**src/rtl/kbyte_pkg.sv**
```systemverilog
package kbyte_pkg;
    localparam int APS_W  = 13;
    localparam int K1_W   = 8;
    localparam int K2HI_W = APS_W - K1_W;
    localparam int K2LO_W = 3;
    localparam logic [K2LO_W-1:0] RDI_CODE  = 3'b110;
    localparam logic [K2LO_W-1:0] IDLE_CODE = 3'b000;

    typedef enum logic [1:0] {
        SRC_FILL   = 2'd0,
        SRC_SOFT   = 2'd1,
        SRC_BABBLE = 2'd2
    } aps_src_e;
endpackage

```
**src/rtl/kbyte_babble_gen.sv**
```systemverilog
module kbyte_babble_gen #(
    parameter int PAT_W = 13
) (
    input  logic             clk,
    input  logic             rst_n,
    input  logic             frame_start,
    input  logic             babble_en,
    output logic [PAT_W-1:0] pattern
);
    logic [PAT_W-1:0] cnt_q;

    always_ff @(posedge clk) begin
        if (!rst_n) begin
            cnt_q <= '0;
        end else if (frame_start) begin
            if (babble_en) cnt_q <= cnt_q + 1'b1;
            else           cnt_q <= '0;
        end
    end

    assign pattern = cnt_q;


    pattern_step_chk: assert property (@(posedge clk) disable iff (!rst_n)
        (frame_start && babble_en) |=> (cnt_q == $past(cnt_q) + 1'b1));


    pattern_restart_chk: assert property (@(posedge clk) disable iff (!rst_n)
        (frame_start && !babble_en) |=> (cnt_q == '0));
endmodule

```
**src/rtl/kbyte_aps_sel.sv**
```systemverilog
module kbyte_aps_sel
    import kbyte_pkg::*;
#(
    parameter int PAT_W = APS_W
) (
    input  logic             clk,
    input  logic             rst_n,
    input  logic             frame_start,
    input  logic             babble_en,
    input  logic             aps_sw_en,
    input  logic             fill_ones,
    input  logic [PAT_W-1:0] aps_sw_value,
    input  logic [PAT_W-1:0] pattern,
    output aps_src_e         src_cur,
    output logic [PAT_W-1:0] aps_next
);
    aps_src_e state_q, state_d;

    // next-state choice, babbling first, then software, then fill
    always_comb begin
        if (babble_en)      state_d = SRC_BABBLE;
        else if (aps_sw_en) state_d = SRC_SOFT;
        else                state_d = SRC_FILL;
    end

    // state register, advanced only at frame boundaries
    always_ff @(posedge clk) begin
        if (!rst_n)           state_q <= SRC_FILL;
        else if (frame_start) state_q <= state_d;
    end

    // field content for the state being entered
    always_comb begin
        unique case (state_d)
            SRC_BABBLE: aps_next = pattern;
            SRC_SOFT:   aps_next = aps_sw_value;
            SRC_FILL:   aps_next = {PAT_W{fill_ones}};
            default:    aps_next = '0;
        endcase
    end

    assign src_cur = state_q;


    babble_wins_chk: assert property (@(posedge clk) disable iff (!rst_n)
        (frame_start && babble_en) |=> (state_q == SRC_BABBLE));


    state_hold_chk: assert property (@(posedge clk) disable iff (!rst_n)
        !frame_start |=> $stable(state_q));
endmodule

```
**src/rtl/kbyte_k2low_sel.sv**
```systemverilog
module kbyte_k2low_sel
    import kbyte_pkg::*;
(
    input  logic              k2_sw_en,
    input  logic [K2LO_W-1:0] k2_sw_value,
    input  logic              line_rdi_req,
    output logic [K2LO_W-1:0] k2_low_next
);
    always_comb begin
        if (k2_sw_en)          k2_low_next = k2_sw_value;
        else if (line_rdi_req) k2_low_next = RDI_CODE;
        else                   k2_low_next = IDLE_CODE;
    end
endmodule

```
**src/rtl/kbyte_tx_inserter.sv**
```systemverilog
module kbyte_tx_inserter
    import kbyte_pkg::*;
(
    input  logic              clk,
    input  logic              rst_n,
    input  logic              frame_start,
    input  logic              aps_sw_en,
    input  logic [APS_W-1:0]  aps_sw_value,
    input  logic              fill_ones,
    input  logic              babble_en,
    input  logic              k2_sw_en,
    input  logic [K2LO_W-1:0] k2_sw_value,
    input  logic              line_rdi_req,
    output logic [K1_W-1:0]   k1_out,
    output logic [7:0]        k2_out
);
    logic [APS_W-1:0]  pattern;
    logic [APS_W-1:0]  aps_next;
    logic [K2LO_W-1:0] k2_low_next;
    aps_src_e          src_cur;

    kbyte_babble_gen #(.PAT_W(APS_W)) u_babble (
        .clk         (clk),
        .rst_n       (rst_n),
        .frame_start (frame_start),
        .babble_en   (babble_en),
        .pattern     (pattern)
    );

    kbyte_aps_sel #(.PAT_W(APS_W)) u_aps (
        .clk          (clk),
        .rst_n        (rst_n),
        .frame_start  (frame_start),
        .babble_en    (babble_en),
        .aps_sw_en    (aps_sw_en),
        .fill_ones    (fill_ones),
        .aps_sw_value (aps_sw_value),
        .pattern      (pattern),
        .src_cur      (src_cur),
        .aps_next     (aps_next)
    );

    kbyte_k2low_sel u_k2low (
        .k2_sw_en     (k2_sw_en),
        .k2_sw_value  (k2_sw_value),
        .line_rdi_req (line_rdi_req),
        .k2_low_next  (k2_low_next)
    );

    // output bytes, loaded once per frame
    always_ff @(posedge clk) begin
        if (!rst_n) begin
            k1_out <= '0;
            k2_out <= '0;
        end else if (frame_start) begin
            k1_out <= aps_next[APS_W-1:K2HI_W];
            k2_out <= {aps_next[K2HI_W-1:0], k2_low_next};
        end
    end


    out_hold_chk: assert property (@(posedge clk) disable iff (!rst_n)
        !frame_start |=> ($stable(k1_out) && $stable(k2_out)));


    soft_aps_chk: assert property (@(posedge clk) disable iff (!rst_n)
        (frame_start && !babble_en && aps_sw_en) |=>
        ({k1_out, k2_out[7:3]} == $past(aps_sw_value)));


    babble_differs_chk: assert property (@(posedge clk) disable iff (!rst_n)
        (frame_start && babble_en && src_cur == SRC_BABBLE) |=>
        ({k1_out, k2_out[7:3]} != $past({k1_out, k2_out[7:3]})));


    hw_rdi_chk: assert property (@(posedge clk) disable iff (!rst_n)
        (frame_start && !k2_sw_en && line_rdi_req) |=> (k2_out[2:0] == 3'b110));


    sw_k2_chk: assert property (@(posedge clk) disable iff (!rst_n)
        (frame_start && k2_sw_en) |=> (k2_out[2:0] == $past(k2_sw_value)));
endmodule

```
**config.mk**
```make
export PLATFORM = sky130hd
export DESIGN_NAME = kbyte_tx_inserter
export DESIGN_NICKNAME = d
export VERILOG_FILES = /design/src/rtl/kbyte_pkg.sv /design/src/rtl/kbyte_babble_gen.sv /design/src/rtl/kbyte_aps_sel.sv /design/src/rtl/kbyte_k2low_sel.sv /design/src/rtl/kbyte_tx_inserter.sv
export SDC_FILE = /design/constraint.sdc
export NUM_CORES = 1
export LEC_CHECK = 0
export BUFFER_PORTS_ARGS = -buffer_cell sky130_fd_sc_hd__buf_2
export CAP_MARGIN = 20
export CORE_MARGIN = 2
export CORE_UTILIZATION = 42
export CTS_CLUSTER_SIZE = 40
export DETAILED_ROUTE_END_ITERATION = 8
export PLACE_DENSITY_LB_ADDON = 0.1
export SYNTH_ARGS = -nofsm -noshare
export SYNTH_HDL_FRONTEND = slang
export SYNTH_SLANG_ARGS = --single-unit
export TNS_END_PERCENT = 10
```
**constraint.sdc**
```tcl
create_clock -name clk -period 4.2 [get_ports clk]
set_clock_uncertainty 0.2 [all_clocks]
set_input_delay 0.42 -clock clk [delete_from_list [all_inputs] [get_ports clk]]
set_output_delay 0.42 -clock clk [all_outputs]
set_load 0.05 [all_outputs]
```
After elaboration in Yosys (flattened, before gate mapping)
Index checks and enable logic that the tools add are counted.

Bits in registers: 29. Input bits: 24. Logic and storage cells: 13.

Add/subtract/negate cells: 1. Equal/unequal tests: 2. Muxes and demuxes: 6. Reductions and logical operators: 1.

Operators by type and width (number): one-hot mux 13 bit (3 select lines) (1); adder 13 x 1 -> 13 bit, second input constant (1); 2-to-1 mux 13 bit (1); 2-to-1 mux 3 bit (2); equality test 2 x 1 -> 1 bit, second input constant (1); equality test 2 bit, second input constant (1); zero test 2 bit (1); 2-to-1 mux 2 bit (1); 2-to-1 mux 1 bit (1).

Longest topological paths before layout
Gate-level depths: netlist of the first run.

Word-level depth: 4. Depth in mapped cells: 5. Depth with buffers taken out: 4.

Cells and area by module
A second synthesis of the first run with hierarchy kept.

Cells, all modules: 173. Area, all modules: 1635.3 µm².

By module, submodules not included: kbyte_tx_inserter (times used 1, cells each 51, area an instance 615.6 µm²); kbyte_babble_gen (times used 1, cells each 67, area an instance 610.6 µm²); kbyte_aps_sel (times used 1, cells each 52, area an instance 379.1 µm²); kbyte_k2low_sel (times used 1, cells each 3, area an instance 30.0 µm²).

Worst setup path before layout of the first run
OpenSTA, ideal clock, no wires.

Kind: input port to flip-flop. Start point: in frame_start. End point: reg u_babble.cnt_q[9], in the netlist u_babble.pattern[9]. Setup time: 72 ps. Arrival time: 1314 ps. Data required time: 3928 ps. Setup slack: 2615 ps. Stages on the path: 4. Buffers on the path: 1. Cell sequence: buf_2 > nand3_2 > or4_1 > a21oi_1.

RTL lines: start, declared (RTL line kbyte_tx_inserter.sv:6) `input logic frame_start,`; end signal, assigned (RTL line kbyte_babble_gen.sv:16) `if (babble_en) cnt_q <= cnt_q + 1'b1;`; end, declared (RTL line kbyte_babble_gen.sv:10) `logic [PAT_W-1:0] cnt_q;`.

==> key figures, run 1 <==
Synthesis
  • Ys flop type: dfxtp_1
  • Syn Nets: 168
  • Average size of a mapped cell: 8.77 um2
  • Most common cell in the synthesized netlist: dfxtp_1
  • Register area share after synthesis: 46.3%
  • Yosys cell types: 25
  • Cell taking the most area after synthesis: dfxtp_1
  • Post-synth top area share: 46.3%
  • EDFF count, synth: 0
  • Top post-synthesis cells by area: dfxtp_1 (46%), a21oi_1 (8.8%), a22oi_1 (7.8%)
  • Synth Cell Area: 1250 um2
  • Mapped Cells: 143
  • Most instantiated cells after synthesis: dfxtp_1 (29), a21oi_1 (22), o21ai_0 (17), a22oi_1 (13), nand2_1 (7)
  • Ys Warns: 0
  • Share of flip-flops with an asynchronous set or reset: 0%
  • Synth Register Bits: 29

Setup path
  • Crit path DAT: 1.85 ns
  • Register-to-register path setup slack: 2.42 ns
  • Reg2Reg Depth: 4
  • Reg2Reg Launch Point: u_babble.pattern[0]$_SDFFE_PN0P_
  • Critical path class: primary input to flop
  • Max incr delay on CP: 0.77 ns
  • R2R Path End: u_babble.pattern[8]$_SDFFE_PN0P_
  • Slowest cell on crit path: a21oi_1
  • Req. time, crit path: 4.17 ns
  • Crit end category: flop
  • Crit Path Max Fanout: 26
  • Startpoint Class: primary input
  • Cell repeated most along the worst path: a21oi_1
  • CP cell instances: buf_2, inv_1, a21oi_1, a21oi_1

Timing
  • RSZ-0062 raised after global routing: false
  • Fin crit share: 44.7%
  • Min Tclk post-route: 1.88 ns
  • Max_slew headroom: 35.6%
  • Setup tns final: 0 ns
  • Slew @ Worst Pin: 0.966 ns
  • Max Transition Viols Final: 0
  • Final Hold Viols: 0
  • Fmax: 533 MHz
  • Final Setup Violations: 0

GRT
  • GR Util met2: 31.3%
  • Grt ovf: 0
  • Busiest layer in global routing: met2
  • Met1 usage: 22.8%
  • Total GRT Usage: 19.2%
  • Largest net degree at the start of global routing: 27
  • Global-route wire length before repair: 5000 um
  • M3 GR Usage: 6.15%
  • Initial antenna violation count: 0
  • Vias in the first global route: 1,142

Floorplanning
  • Num rows: 19
  • Die W: 58.6 um
  • Core ar.: 2810 um2
  • Initial Util: 44.7%
  • Die Height: 58.6 um
  • Io pins: 40
  • Full die area: 3440 um2

Clock tree
  • Clock-pin transition on the worst setup and hold timing paths: 0.09 ns
  • CTS resizes: 0
  • Cts hold-fix bufs: 0
  • CTS Buf Count: 5
  • Clk_lat worst skew: 0.32 ns
  • # Post-CTS Setup Buffers: 0
  • CTS tree: yes
  • Sink Count: 29
  • H-tree Lvls: 2
  • Clock Root Buffer: clkbuf_4
  • Clock Path Buffers: 2

Status
  • Status: complete, but fails checks
  • Failing checks: DRC

Power
  • Total Power: 0.000575 W
  • P per Cell Area: 378 nW/um2
  • Max VDD drop: 0.200 mV
  • LEAKAGE: 0.609 nW

Hold path
  • Hold path start: k2_sw_value[0]
  • Min-Delay Path Depth: 3
  • Hold Crit Class: primary input to flop
  • Hold path endpoint: k2_out[0]$_SDFFE_PN0P_

Detailed routing
  • Via density: 5.77
  • DRT iter0 DRCs: 60
  • # DRC: 2
  • DR vias: 1,224
  • Post-route ant nets: 0
  • DR WL/cell: 14.7 um
  • Wirelength, routed: 3110 um
  • Total iterations of the first detailed-routing run: 6

Placement
  • Gpl congestion: 0.736
  • PortBufs: 39
  • DP Area: 1450 um2
  • Final HPWL DP: 2240 um

Finish
  • Nets: 205
  • Syn-to-layout area delta: 21.3%
  • Design Area, Final: 1520 um2
  • Share of cells above drive strength 1: 27.1%
  • Diodes inserted: 0

Job
  • Max-capacitance violation count: 0
-- stage by stage --
| stage | std cells | util (%) | hold WS (ns) | worst slack [ns] |
|---|---|---|---|---|
| floorplan | 143 | - | 0.255 | 2.61 |
| global placement | 204 | 51.7 | 0.258 | 2.05 |
| detailed placement | 204 | 51.7 | 0.265 | 1.95 |
| CTS | 212 | 54.2 | 0.159 | 2.31 |
| global route | 212 | 54.2 | 0.166 | 2.19 |
| finish | 212 | 54.2 | 0.172 | 2.32 |
-- cells in the final DEF (no fill, tap or decap), drive strengths merged, types with 3 or more instances in the layout --
cell	instances
nand2	7
clkbuf	7
nand4	4
or4	4
mux2i	4
xor2	3
o21ai	17
nor2	5
inv	3
buf	39
nand3	7
a21oi	22
a22oi	13
dfxtp	29
o31ai	4
-- worst max-delay path by stage --
stage                           start                                to  slack, ns
after CTS                 frame_start            k1_out[5]$_SDFFE_PN0P_       2.31
after floorplan           frame_start  u_babble.pattern[9]$_SDFFE_PN0P_       2.61
after global routing      frame_start            k2_out[4]$_SDFFE_PN0P_       2.19
after detailed placement  frame_start            k1_out[5]$_SDFFE_PN0P_       1.95
final                     frame_start            k1_out[5]$_SDFFE_PN0P_       2.32
after global placement    frame_start            k1_out[0]$_SDFFE_PN0P_       2.05
-- kinds of logic after synthesis --
| kind of cell | Yosys count | share of synthesized area, % |
|---|---|---|
| simple gates | 35 | 15.9 |
| xor+xnor | 4 | 2.79 |
| fa+ha+maj | 1 | 0.998 |
| compound gates | 58 | 26.9 |
| flops | 29 | 46.3 |
| buf+inv | 12 | 3.89 |
| mux | 4 | 3.19 |
-- sequential cells by signal (all words and copies together), names as in the netlist --
signal and flops:
k1_out 8, k2_out 8, u_babble.pattern 13
-- layer usage --
metal,vias to the layer above,routed length [um]
met5,-,0
met1,566,1360
met4,0,65
met3,7,216
li1,606,-
met2,45,1460
-- worst max-delay path: cells and delay by family --
kind / cells / cell delay, ns
AOI/OAI and AO/OA: 2 / 0.92
buffers and inverters: 2 / 0.50
-- where the power goes --
part | internal (W) | switching, W
combinational | 0.0000253 | 0.0000654
clock | 0.0000969 | 0.0000944
sequential | 0.000286 | 0.00000671
total | 0.000408 | 0.000166
-- final cells by class --
| cell class | instances | area, um2 |
|---|---|---|
| fillers | 269 | 1280 |
| repair buffers | 39 | 195 |
| clock inverters | 1 | 5.00 |
| well taps | 31 | 38.8 |
| multi-input cells | 102 | 624 |
| inverters | 3 | 11.3 |
| clock buffers | 7 | 65.1 |
| flip-flops and latches | 29 | 581 |
Power figures use the tool's default switching activity.
==> run 2, diff against run 1 <==
clock period = 1.9 ns   (was 4.2 ns; I/O delays follow)
==> run 2 against run 1 <==
The flow still finishes with violations (DRC). Wire length rose by 5.5%. Clock power grew to 2.8 times the previous value. Clock-buffer cell count unchanged. Total power rose by 150%. Combinational power rose to 2.6 times the previous value. Cell area up 15%. First-iteration DRC count shrank 15%. Critical endpoint is now u_babble.pattern[10]$_SDFFE_PN0P_. Highest routed layer unchanged.
==> key figures, run 2 (synthesis results as in run 1) <==
Setup path
  • Worst path buffer plus inverter count: 0 (-2)
  • Crit end category: flop
  • Max incr delay on CP: 0.45 ns (-0.32 ns)
  • Critical path class: flop to flop
  • Startpoint Class: flop
  • CP top delay family: simple AND/OR/NAND/NOR gates
  • CP cell instances: ha_1, nand4_2, or4_1, a21oi_1
  • Reg2Reg Depth: 4 (unchanged)
  • Slowest cell on crit path: dfxtp_1
  • Req. time, crit path: 1.96 ns (-2.21 ns)
  • Crit path DAT: 1.78 ns (-0.07 ns)
  • Crit Path Max Fanout: 8 (-69%)
  • WP depth: 4 (unchanged)

Finish
  • Share of cells above drive strength 1: 25.1% (-1.9 points)
  • Most common cell after layout, fill and taps aside: buf_2
  • Nets: 227 (+11%)
  • Syn-to-layout area delta: 39.4%
  • Diodes inserted: 0 (unchanged)
  • Most frequent cells in the layout: buf_2 (39), dfxtp_1 (29), a21oi_1 (22)
  • Final core utilization: 62.3% (+8.1 points)
  • Number of flip-flops in the largest register: 13 (unchanged)

Power
  • Clock share of power: 37.3% (+4.0 points)
  • P per Cell Area: 808 nW/um2 (+110%)
  • Comb pwr share: 16.9% (+1.1 points)
  • Int Pwr: 0.00103 W (+150%)
  • LEAKAGE: 0.705 nW (+16%)
  • Switching share of power: 26.8% (-2.1 points)
  • Max VDD drop: 0.521 mV (+160%)
  • Sequential share of power: 45.8% (-5.1 points)
  • Total Power: 0.00141 W (+150%)
  • NetSw: 0.000379 W (+130%)

Detailed routing
  • Total iterations of the first detailed-routing run: 7 (+1)
  • DR vias: 1,302 (+6.4%)
  • Wirelength, routed: 3280 um (+5.5%)
  • DRT iter0 DRCs: 51 (-15%)
  • DR WL/cell: 14.0 um (-4.4%)
  • Via density: 5.56 (-3.6%)
  • Post-route ant nets: 0 (unchanged)
  • # DRC: 2 (unchanged)

Clock tree
  • CTS resizes: 0 (unchanged)
  • Clock Root Buffer: clkbuf_4
  • CTS tree: yes
  • Clock-pin transition on the worst setup and hold timing paths: 0.09 ns (about the same)
  • Clk_lat worst skew: 0.32 ns (about the same)
  • Sink Count: 29 (unchanged)
  • Clock Path Buffers: 2 (unchanged)
  • Cts hold-fix bufs: 19 (+19)
  • H-tree Lvls: 2 (unchanged)
  • CTS Buf Count: 5 (unchanged)
  • # Post-CTS Setup Buffers: 0 (unchanged)

GRT
  • Largest net degree at the start of global routing: 23 (-15%)
  • Grt ovf: 0 (unchanged)
  • Initial antenna violation count: 0 (unchanged)
  • Total GRT Usage: 21.6% (+2.4 points)
  • Global-route wire length before repair: 5530 um (+11%)
  • Vias in the first global route: 1,254 (+9.8%)

Floorplanning
  • Full die area: 3440 um2 (unchanged)
  • Initial Util: 44.7% (unchanged)
  • Num rows: 19 (unchanged)
  • Die W: 58.6 um (unchanged)
  • Die Height: 58.6 um (unchanged)
  • Core ar.: 2810 um2 (unchanged)
  • Io pins: 40 (unchanged)

Timing
  • WHS: 0.0425 ns (-0.129 ns)
  • Max_slew headroom: 41.8% (+6.2 points)
  • Slew @ Worst Pin: 0.871 ns (-0.0952 ns)
  • RSZ-0062 raised after global routing: false
  • Final Setup Violations: 0 (unchanged)
  • Fmax: 583 MHz
  • Fin crit share: 90.4%
  • Worst Slack Setup Final: 0.183 ns (-2.14 ns)
  • Final Hold Viols: 0 (unchanged)
  • Setup tns final: 0 ns (unchanged)
  • Min Tclk post-route: 1.72 ns
  • Max Transition Viols Final: 0 (unchanged)

Placement
  • Pre-CTS setup slack: 0.189 ns (-1.76 ns)
  • Final HPWL DP: 2170 um (-2.9%)
  • PortBufs: 39 (unchanged)
  • Gpl congestion: 0.731 (-0.65%)

Status
  • Failing checks: DRC
  • Status: complete, but fails checks

Job
  • Max-capacitance violation count: 0 (unchanged)

Hold path
  • Hold Crit Class: primary input to flop
  • Min-Delay Path Depth: 3 (unchanged)
==> run 2: per-stage QoR <==
step / instance area (um2) / std cells
floorplan: 1250 / 143
global placement: 1470 / 207
detailed placement: 1470 / 207
CTS: 1750 / 234
global route: 1750 / 234
finish: 1750 / 234
==> run 2: worst reg2reg max path, delay by kind of cell (launching register included) <==
family,cells,cell delay [ns]
flops,1,0.45
simple gates,2,0.64
fa+ha+maj,1,0.22
compound gates,1,0.14
==> run 2: power groups by stage <==
stage | Sequential, W | Combinational [W] | Clock [W]
after floorplan | 0.000736 | 0.0000652 | 0
after global placement | 0.000658 | 0.000204 | 0
after detailed placement | 0.000660 | 0.000206 | 0
after CTS | 0.000647 | 0.000237 | 0.000539
after global routing | 0.000650 | 0.000256 | 0.000575
final | 0.000646 | 0.000238 | 0.000527
==> run 2: cell type report <==
| type | count | area [um2] |
|---|---|---|
| clock buffer | 7 | 55.1 |
| clock inverter | 1 | 30.0 |
| fill | 243 | 1060 |
| inverter | 3 | 11.3 |
| multi-input combinational | 102 | 624 |
| sequential | 29 | 581 |
| tap | 31 | 38.8 |
| timing repair buffer | 61 | 408 |
==> run 2: worst paths after layout <==
path / from / end / slack (ns)
max: u_babble.pattern[0]$_SDFFE_PN0P_ / u_babble.pattern[10]$_SDFFE_PN0P_ / 0.18
min: frame_start / u_babble.pattern[1]$_SDFFE_PN0P_ / 0.04
max reg2reg: u_babble.pattern[0]$_SDFFE_PN0P_ / u_babble.pattern[10]$_SDFFE_PN0P_ / 0.18
min reg2reg: k2_out[0]$_SDFFE_PN0P_ / k2_out[0]$_SDFFE_PN0P_ / 0.27
==> run 2: metal layers <==
metal	track usage, %	vias up	share of wire, %
li1	-	651	-
met3	4.62	11	5.1
met5	0	-	0
met4	12.3	0	2.2
met2	36.4	42	49
met1	25.3	598	44
==> run 3, diff against run 2 <==
clock period = 2.1 ns   (was 1.9 ns; I/O delays follow)
==> run 3 against run 2 <==
Critical path type unchanged. The run ends with DRC, hold timing left. Clock-buffer cell count fell by 1. Worst setup slack improved by 0.13 ns. Largest cell class unchanged. Die area stayed put. Worst hold slack lost 0.046 ns. Sequential cell count unchanged. Register-to-register slack gained 0.13 ns. Critical path depth is the same. Total power shrank 22%. Maximum frequency down 4.2%. Final cell count is 2.1% lower.
==> key figures, run 3 (synthesis results as in run 1) <==
Timing
  • WHS: -0.00346 ns (-0.0460 ns)
  • Slew @ Worst Pin: 0.809 ns (-0.0627 ns)
  • Fin crit share: 85.3% (-5.0 points)
  • Max Transition Viols Final: 0 (unchanged)
  • Final Hold Viols: 1 (+1)
  • Final Setup Violations: 0 (unchanged)
  • Setup tns final: 0 ns (unchanged)
  • RSZ-0062 raised after global routing: false
  • Max_slew headroom: 46.0% (+4.2 points)
  • Min Tclk post-route: 1.79 ns (+0.0749 ns)
  • Fmax: 558 MHz (-4.2%)

Detailed routing
  • DRT iter0 DRCs: 42 (-18%)
  • Total iterations of the first detailed-routing run: 6 (-1)
  • DR WL/cell: 13.9 um (-0.68%)
  • DR vias: 1,295 (-0.54%)
  • # DRC: 2 (unchanged)
  • Post-route ant nets: 0 (unchanged)
  • Wirelength, routed: 3190 um (-2.8%)
  • Via density: 5.66 (+1.6%)

GRT
  • Grt ovf: 0 (unchanged)
  • Global-route wire length before repair: 5240 um (-5.2%)
  • Total GRT Usage: 20.1% (-1.5 points)
  • Vias in the first global route: 1,219 (-2.8%)
  • Largest net degree at the start of global routing: 25 (+8.7%)
  • Initial antenna violation count: 0 (unchanged)

Floorplanning
  • Io pins: 40 (unchanged)
  • Full die area: 3440 um2 (unchanged)
  • Num rows: 19 (unchanged)
  • Core ar.: 2810 um2 (unchanged)
  • Die Height: 58.6 um (unchanged)
  • Die W: 58.6 um (unchanged)
  • Initial Util: 44.7% (unchanged)

Clock tree
  • H-tree Lvls: 2 (unchanged)
  • Clock-pin transition on the worst setup and hold timing paths: 0.09 ns (about the same)
  • Clock Path Buffers: 2 (unchanged)
  • CTS Buf Count: 5 (unchanged)
  • CTS tree: yes
  • Clock Root Buffer: clkbuf_4
  • Clk_lat worst skew: 0.32 ns (about the same)
  • CTS resizes: 0 (unchanged)
  • Sink Count: 29 (unchanged)

Finish
  • Nets: 222 (-2.2%)
  • Storage element area: 581 um2 (unchanged)
  • Area of the multi-input gates: 624 um2 (unchanged)
  • Most common cell after layout, fill and taps aside: buf_2
  • Fillers: 262 (+7.8%)
  • Number of flip-flops in the largest register: 13 (unchanged)
  • Most frequent cells in the layout: buf_2 (39), dfxtp_1 (29), a21oi_1 (22)
  • Share of cells above drive strength 1: 25.3% (+0.13 points)
  • Syn-to-layout area delta: 32.9%
  • Final std cells w/o fill: 229 (-2.1%)
  • Final core utilization: 59.4% (-2.9 points)
  • Diodes inserted: 0 (unchanged)

Setup path
  • CP cell instances: ha_1, nand4_2, nor4_1, mux2i_1
  • Max incr delay on CP: 0.47 ns (+0.02 ns)
  • Crit end category: flop
  • Startpoint Class: flop
  • Critical path class: flop to flop
  • Slowest cell on crit path: dfxtp_1
  • Crit Path Max Fanout: 8 (unchanged)
  • Req. time, crit path: 2.16 ns (+0.20 ns)
  • Crit path DAT: 1.85 ns (+0.07 ns)

Power
  • Max VDD drop: 0.507 mV (-2.6%)
  • LEAKAGE: 0.670 nW (-5.0%)
  • P per Cell Area: 664 nW/um2 (-18%)

Job
  • Max-capacitance violation count: 0 (unchanged)

Status
  • Status: complete, but fails checks
  • Failing checks: DRC, hold timing

Placement
  • Final HPWL DP: 2210 um (+1.5%)
  • PortBufs: 39 (unchanged)
  • Dpl cells: 206 (-0.48%)
  • Gpl congestion: 0.775 (+6.0%)

Hold path
  • Hold Crit Class: primary input to flop
## run 3: cell types whose count changed in the layout (fill, tap and decap cells not counted)
| cell | previous run | this run |
|---|---|---|
| dlygate4sd3_1 | 19 | 15 |
| bufinv_16 | 1 | 0 |
| buf_4 | 3 | 2 |
| clkinv_2 | 0 | 2 |
| clkbuf_8 | 1 | 0 |
## run 3: layout make-up
type / instances / share of cell area, %
Tap cell: 31 / 2.33
Multi-Input combinational cell: 102 / 37.5
Clock buffer: 6 / 2.48
Timing Repair Buffer: 56 / 21.6
Sequential cell: 29 / 34.8
Clock inverter: 2 / 0.601
Inverter: 3 / 0.676
## run 3: worst paths after layout
| kind | start | end | slack, ns | depth (start not counted) |
|---|---|---|---|---|
| setup / recovery | u_babble.pattern[0]$_SDFFE_PN0P_ | u_babble.pattern[12]$_SDFFE_PN0P_ | 0.31 | 4 |
| hold / removal | aps_sw_value[3] | k2_out[6]$_SDFFE_PN0P_ | -0.003 | 3 |
| hold reg to reg | k2_out[0]$_SDFFE_PN0P_ | k2_out[0]$_SDFFE_PN0P_ | 0.27 | 2 |
| setup reg to reg | u_babble.pattern[0]$_SDFFE_PN0P_ | u_babble.pattern[12]$_SDFFE_PN0P_ | 0.31 | 4 |
## run 3: timing repair
item,CTS,global route
endpoints found under the hold margin,13,0
hold buffers,15,0
buffers inserted,0,0
endpoints found under the setup margin,0,0
## run 3: stage by stage
stage	setup WS [ns]	power, W	instance area (um2)
final	0.308	0.00111	1670
after detailed placement	0.335	0.000782	1470
after global placement	0.379	0.000779	1470
after CTS	0.307	0.00112	1670
after global routing	0.188	0.00117	1670
after floorplan	0.525	0.000725	1250
## run 3: power breakdown
group	total, W	switching [W]	internal, W	leakage, nW
clock	0.000316	0.000189	0.000127	0.0320
sequential	0.000585	0.0000134	0.000572	0.237
combinational	0.000206	0.000135	0.0000717	0.401
## run 3: routing by layer
layer / global-route usage (%) / up-vias / share of wire (%)
met5: 0 / - / 0
met4: 6.49 / 0 / 1.1
met3: 6.15 / 6 / 5.5
met2: 35.0 / 35 / 50
met1: 23.5 / 612 / 43
li1: - / 642 / -
## run 3: worst max-delay path, delay by kind of cell, from the launching register on
| family | cells | cell delay [ns] |
|---|---|---|
| muxes | 1 | 0.22 |
| adders and majority gates | 1 | 0.23 |
| DFF | 1 | 0.47 |
| and+or+nand+nor | 2 | 0.60 |
